<file path="src/rtl/resv_pkg.sv">
package resv_pkg;

    // Action applied to the reservation register in a cycle
    typedef enum logic [1:0] {
        ACT_HOLD = 2'd0,
        ACT_ARM  = 2'd1,
        ACT_DROP = 2'd2
    } resv_act_e;

    function automatic int unsigned granule_shift(input int unsigned bytes);
        return $clog2(bytes);
    endfunction

endpackage

</file>
<file path="src/rtl/resv_match.sv">
module resv_match #(
    parameter int unsigned ADDR_W        = 32,
    parameter int unsigned GRANULE_BYTES = 1
) (
    input  logic [ADDR_W-1:0] addr_a,
    input  logic [ADDR_W-1:0] addr_b,
    output logic              same
);
    localparam int unsigned SHIFT = resv_pkg::granule_shift(GRANULE_BYTES);

    logic [ADDR_W-1:0] keep_mask;
    logic [ADDR_W-1:0] diff;

    generate
        if (SHIFT == 0) begin : g_byte
            assign keep_mask = '1;
        end else begin : g_wide
            assign keep_mask = {{(ADDR_W-SHIFT){1'b1}}, {SHIFT{1'b0}}};
        end
    endgenerate

    assign diff = (addr_a ^ addr_b) & keep_mask;
    assign same = (diff == '0);
endmodule

</file>
<file path="src/rtl/resv_ctrl.sv">
module resv_ctrl #(
    parameter bit AMO_CANCELS = 1'b0
) (
    input  logic                lr_fire,
    input  logic                sc_fire,
    input  logic                amo_fire,
    input  logic                trap_take,
    input  logic                trap_ret,
    input  logic                resv_keep,
    output resv_pkg::resv_act_e act
);
    logic amo_kill;
    logic kill;

    generate
        if (AMO_CANCELS) begin : g_amo_kill
            assign amo_kill = amo_fire;
        end else begin : g_amo_pass
            assign amo_kill = 1'b0;
        end
    endgenerate

    assign kill = sc_fire | trap_take | trap_ret | ~resv_keep | amo_kill;

    always_comb begin
        if (lr_fire)   act = resv_pkg::ACT_ARM;
        else if (kill) act = resv_pkg::ACT_DROP;
        else           act = resv_pkg::ACT_HOLD;
    end
endmodule

</file>
<file path="src/rtl/resv_monitor.sv">
module resv_monitor #(
    parameter int unsigned ADDR_W        = 32,
    parameter int unsigned GRANULE_BYTES = 1,
    parameter bit          AMO_CANCELS   = 1'b0
) (
    input  logic              clk,
    input  logic              rst_n,
    input  logic              lr_fire,
    input  logic [ADDR_W-1:0] lr_addr,
    input  logic              sc_fire,
    input  logic [ADDR_W-1:0] sc_addr,
    input  logic              amo_fire,
    input  logic              trap_take,
    input  logic              trap_ret,
    input  logic              resv_keep,
    output logic              sc_ok,
    output logic [ADDR_W-1:0] resv_addr
);
    typedef struct packed {
        logic              valid;
        logic [ADDR_W-1:0] addr;
    } resv_state_t;

    generate
        if ((GRANULE_BYTES == 0) || ((GRANULE_BYTES & (GRANULE_BYTES - 1)) != 0)) begin : g_bad_granule
            $error("GRANULE_BYTES must be a power of two");
        end
    endgenerate

    resv_state_t         st_d, st_q;
    resv_pkg::resv_act_e act;
    logic                addr_same;
    logic                valid_q;

    resv_match #(.ADDR_W(ADDR_W), .GRANULE_BYTES(GRANULE_BYTES)) u_match (
        .addr_a (sc_addr),
        .addr_b (st_q.addr),
        .same   (addr_same)
    );

    resv_ctrl #(.AMO_CANCELS(AMO_CANCELS)) u_ctrl (
        .lr_fire   (lr_fire),
        .sc_fire   (sc_fire),
        .amo_fire  (amo_fire),
        .trap_take (trap_take),
        .trap_ret  (trap_ret),
        .resv_keep (resv_keep),
        .act       (act)
    );

    always_comb begin
        st_d = st_q;
        unique case (act)
            resv_pkg::ACT_ARM: begin
                st_d.valid = 1'b1;
                st_d.addr  = lr_addr;
            end
            resv_pkg::ACT_DROP: st_d.valid = 1'b0;
            default:            st_d = st_q;
        endcase
    end

    always_ff @(posedge clk) begin
        if (!rst_n) st_q <= '{valid: 1'b0, addr: '0};
        else        st_q <= st_d;
    end

    assign valid_q   = st_q.valid;
    assign sc_ok     = sc_fire & valid_q & addr_same;
    assign resv_addr = valid_q ? st_q.addr : '1;
endmodule

</file>
<file path="config.mk">
export PLATFORM = sky130hd
export DESIGN_NAME = resv_monitor
export DESIGN_NICKNAME = d
export VERILOG_FILES = /design/src/rtl/resv_pkg.sv /design/src/rtl/resv_match.sv /design/src/rtl/resv_ctrl.sv /design/src/rtl/resv_monitor.sv
export SDC_FILE = /design/constraint.sdc
export NUM_CORES = 1
export LEC_CHECK = 0
export BUFFER_PORTS_ARGS = -buffer_cell sky130_fd_sc_hd__buf_2
export CAP_MARGIN = 20
export CORE_AREA = 2 2 80 82
export DETAILED_ROUTE_END_ITERATION = 10
export DIE_AREA = 0 0 82 84
export GPL_ROUTABILITY_DRIVEN = 0
export HOLD_SLACK_MARGIN = 0.12
export PLACE_DENSITY = 0.68
export SYNTH_ARGS = -nofsm -noshare
export SYNTH_HDL_FRONTEND = slang
export SYNTH_SLANG_ARGS = --single-unit
</file>
<file path="constraint.sdc">
create_clock -name clk -period 2.06 [get_ports clk]
set_input_delay 0 -clock clk [delete_from_list [all_inputs] [get_ports clk]]
set_output_delay 0 -clock clk [all_outputs]
set_load 0.03 [all_outputs]
</file>
# Word level (Yosys, flattened, before mapping)
# Cells that the tools add are included.
# Widths: inputs -> output; s select.
# word_totals
register_bits,33
latchBits,0
ram_bits,0
rom_bits,0
in_bits,72
out_inout_bits,33
elab_cells,17
memories,0
# classes
add_sub_neg,0
multipliers,0
div,0
n_lt_le_gt_ge,0
n_eq_ne,2
shifts,0
n_mux,4
n_bitwise,7
n_reduce_logical,2
# ops
operator,n
$logic_not 32->1,1
$mux 32,1
$xor 32x32->32,1
$mux 2,2
$or 1x1->1,3
$and 1x1->1,2
$eq 2x1->1 const B,1
$eq 2x2->1 const B,1
$pmux 1 s2,1
$reduce_bool 2->1,1
$not 1->1,1

# Depth between registers and ports, before layout
# depth
word_depth,7
ltp_mapped,4
depth_no_buf,4

# Cells and area by module
# A second synthesis with hierarchy kept.
# unflattened
cells_unflattened,193
area_unflattened_um2,1914.3
# by_module_without_submodules
module,n_inst,cells_each,area_per_inst_um2,seq_area_each_um2
resv_monitor,1,147,1541.5,660.6
resv_match,1,43,346.6,0.0
resv_ctrl,1,3,26.3,0.0

# Worst setup path before layout
# No wires, ideal clock.
# synth_timing
path_kind,reg-to-output
start,register st_q[7] (netlist bit)
end,output sc_ok
arrival_ns,1.468
required_ns,2.060
path_slack_ns,0.592
path_stages_with_launch,5
n_path_buf,0
cell_sequence,dfxtp_1 -> xnor2_1 -> nand4_1 -> or4_1 -> nor3_2
# synth_via
elab_chain_cells,3
# synth_rtl
item,line,text
start: declaration,resv_monitor.sv:30,"resv_state_t st_d, st_q;"
start signal: assignment,resv_monitor.sv:64,"if (!rst_n) st_q <= '{valid: 1'b0, addr: '0};"
start signal: assignment,resv_monitor.sv:65,else st_q <= st_d;
$xor 32x32->32,resv_match.sv:22,assign diff = (addr_a ^ addr_b) & keep_mask;
$logic_not 32->1,resv_match.sv:23,assign same = (diff == '0);
$and 1x1->1,resv_monitor.sv:69,assign sc_ok = sc_fire & valid_q & addr_same;
end: declaration,resv_monitor.sv:16,"output logic sc_ok,"
# No other way between the ends.

# Worst setup path after layout
# layout_timing
start,register st_q[6] (netlist bit)
end,output sc_ok
# Same word-level chain as after synthesis.

==> impl_metrics.yaml <==
worst_setup_path:
  cp-start-kind: "register"
  cp.arrival_ns: 1.81
  crit_type: "reg2out"
  required_ns: 2.06
  rrSetupSlack_ns: 0.30
  crit_fanout: 3
  end_kind: "output port"
synthesis:
  syn_area_sq_mm: 0.00180
  ys_seq_elements: 33
  yosys.cell_types.count: 15
  seq_area_frac_synth_pct: 36.7
  yosys_warnings: 0
  postSynthAreaPerCell_sq_um: 9.67
  synth_fp_nets: 258
  postSynthCellCount: 186
die:
  fp-row-count: 29
  boundaryPins: 105
  die_y_microns: 84
  die_area_sq_mm: 0.00689
  core_area_sq_mm: 0.00610
  die_w_microns: 82
  start_util_pct: 29.5
sta:
  slew_headroom_pct: 67.3
  worst_slew_pin_slew_ns: 0.490
  whs_ns: 0.218
  finalSetupViolations: 0
  grt_setup_unrepaired: "no"
  skew_ns: 0
  period_minus_slack_ns: 1.81
  max_clock_freq_ghz: 0.552
  fin_tns_setup_ns: 0
  period_share_pct: 88.0
  slew_violations: 0
  hold_viol: 0
final_layout:
  final_common_cell: "buf_2"
  final_layout_size_suffix_gt1_share_pct: 35.5
  antennaDiodeCount: 0
  nets: 395
  syn_to_final_growth_pct: 57.4
  fin_area_sq_mm: 0.00283
  final_cell_mix: "buf_2 (103), dlygate4sd3_1 (34), dfxtp_1 (33)"
  final_util_pct: 46.5
route:
  vias: 1720
  drt_pass1_iterations: 4
  vias_per_cell: 4.29
  wirelength_mm: 5.18
  drt_iter0_drc: 63
  avgRoutedWirePerCell_microns: 12.9
  final_antenna_net_count: 0
  drc: 0
cts:
  cts_max_level: 2
  cts_root_buf: "clkbuf_8"
  insertion_delay_ns: 0.28
  cts.sinks: 33
  path_clk_slew_ns: 0.07
  cts_tree: "yes"
  cts_buffers: 5
  cts_buffer_depth: 2
global_routing:
  grt_max_degree: 34
  overflow: 0
  grt_pass1_wl_mm: 7.87
  grt_pass1_vias: 1669
  antenna_found_initial: 0
  grt_usage_pct: 15.1
flow_run:
  drv_cap: 0
placed_design:
  hpwl_mm: 3.54
  dpl-instance-area_sq_mm: 0.00239
  numPortBuffers: 103
power_and_ir_drop:
  p_leak_nw: 1.30
  power_density_mw_per_mm2: 592
  vdd_drop_max_mv: 0.280
  power_mw: 1.68
min_path:
  hold_class: "in2reg"
outcome:
  status: "finished clean"
## through the flow
| step | setup slack (ns) | instances |
|---|---|---|
| after CTS | 0.211 | 401 |
| after global placement | 0.518 | 359 |
| after global routing | 0.106 | 401 |
| after detailed placement | 0.531 | 359 |
| after floorplan | 0.592 | 186 |
| final | 0.247 | 401 |
## power breakdown
group	internal, mW	total [mW]	switching [mW]	leakage [nW]
Clock	0.302	0.538	0.236	0.0542
Sequential	0.677	0.708	0.0314	0.273
Combinational	0.218	0.432	0.214	0.969
Total	1.20	1.68	0.481	1.30
## synth_stat cells
library cell,number,area (sq um)
buf_2,4,20.0
clkbuf_1,6,22.5
dfxtp_1,33,661
mux2i_1,32,320
nand2_1,1,3.75
nand2b_1,32,200
nand3_1,2,10.0
nand4_1,4,25.0
nor2b_1,32,200
nor3_2,1,10.0
nor4_1,5,31.3
o21a_1,1,7.51
or4_1,1,7.51
xnor2_1,16,140
xor2_1,16,140
## sequential cells by signal (all words and copies together) (netlist names)
register  cells
st_q         32
valid_q       1
## logic make-up (layout without fill, tap and decap cells)
logic type             count (synthesis)  count (layout)  synth area share [%]
multiplexers                          32              32                  17.8
flip-flops                            33              33                  36.7
buffers and inverters                 10             148                  2.36
XOR/XNOR                              32              32                  15.6
AND/OR/NAND/NOR                       78              78                  27.1
AO/OA/AOI/OAI                          1               1                 0.417
## worst paths after layout
kind,cells past startpoint,start,end
worst max register to register,5,valid_q,valid_q
worst max-delay path,5,st_q[6],sc_ok
worst min-delay path,3,lr_fire,st_q[2]
worst min register to register,2,st_q[27],st_q[27]
## what timing repair did
action	in CTS	in global routing
hold buffers	34	0
resized for setup	0	0
hold endpoints to repair	33	0
buffers inserted	0	0
## layout make-up
cell class | count | area [sq um]
clock buffer | 7 | 96.3
clock inverter | 1 | 5.00
fill | 622 | 3260
multi-input combinational | 143 | 1100
sequential | 33 | 661
tap | 77 | 96.3
timing repair buffer | 140 | 878
## layer usage
| layer | GRT usage, % | wire length, microns | vias to the layer above |
|---|---|---|---|
| li1 | - | - | 880 |
| met2 | 25.9 | 2550 | 59 |
| met5 | 0 | 0 | - |
| met1 | 18.5 | 2280 | 774 |
| met3 | 3.46 | 295 | 7 |
| met4 | 4.09 | 55 | 0 |
## worst max-delay path, stage by stage, from the launching register on
cell,delay [ns]
dfxtp_1,0.33
xnor2_1,0.22
nand4_1,0.13
or4_1,0.52
nor3_2,0.11
buf_2,0.22
No activity file was read; power rests on OpenSTA's default activity.
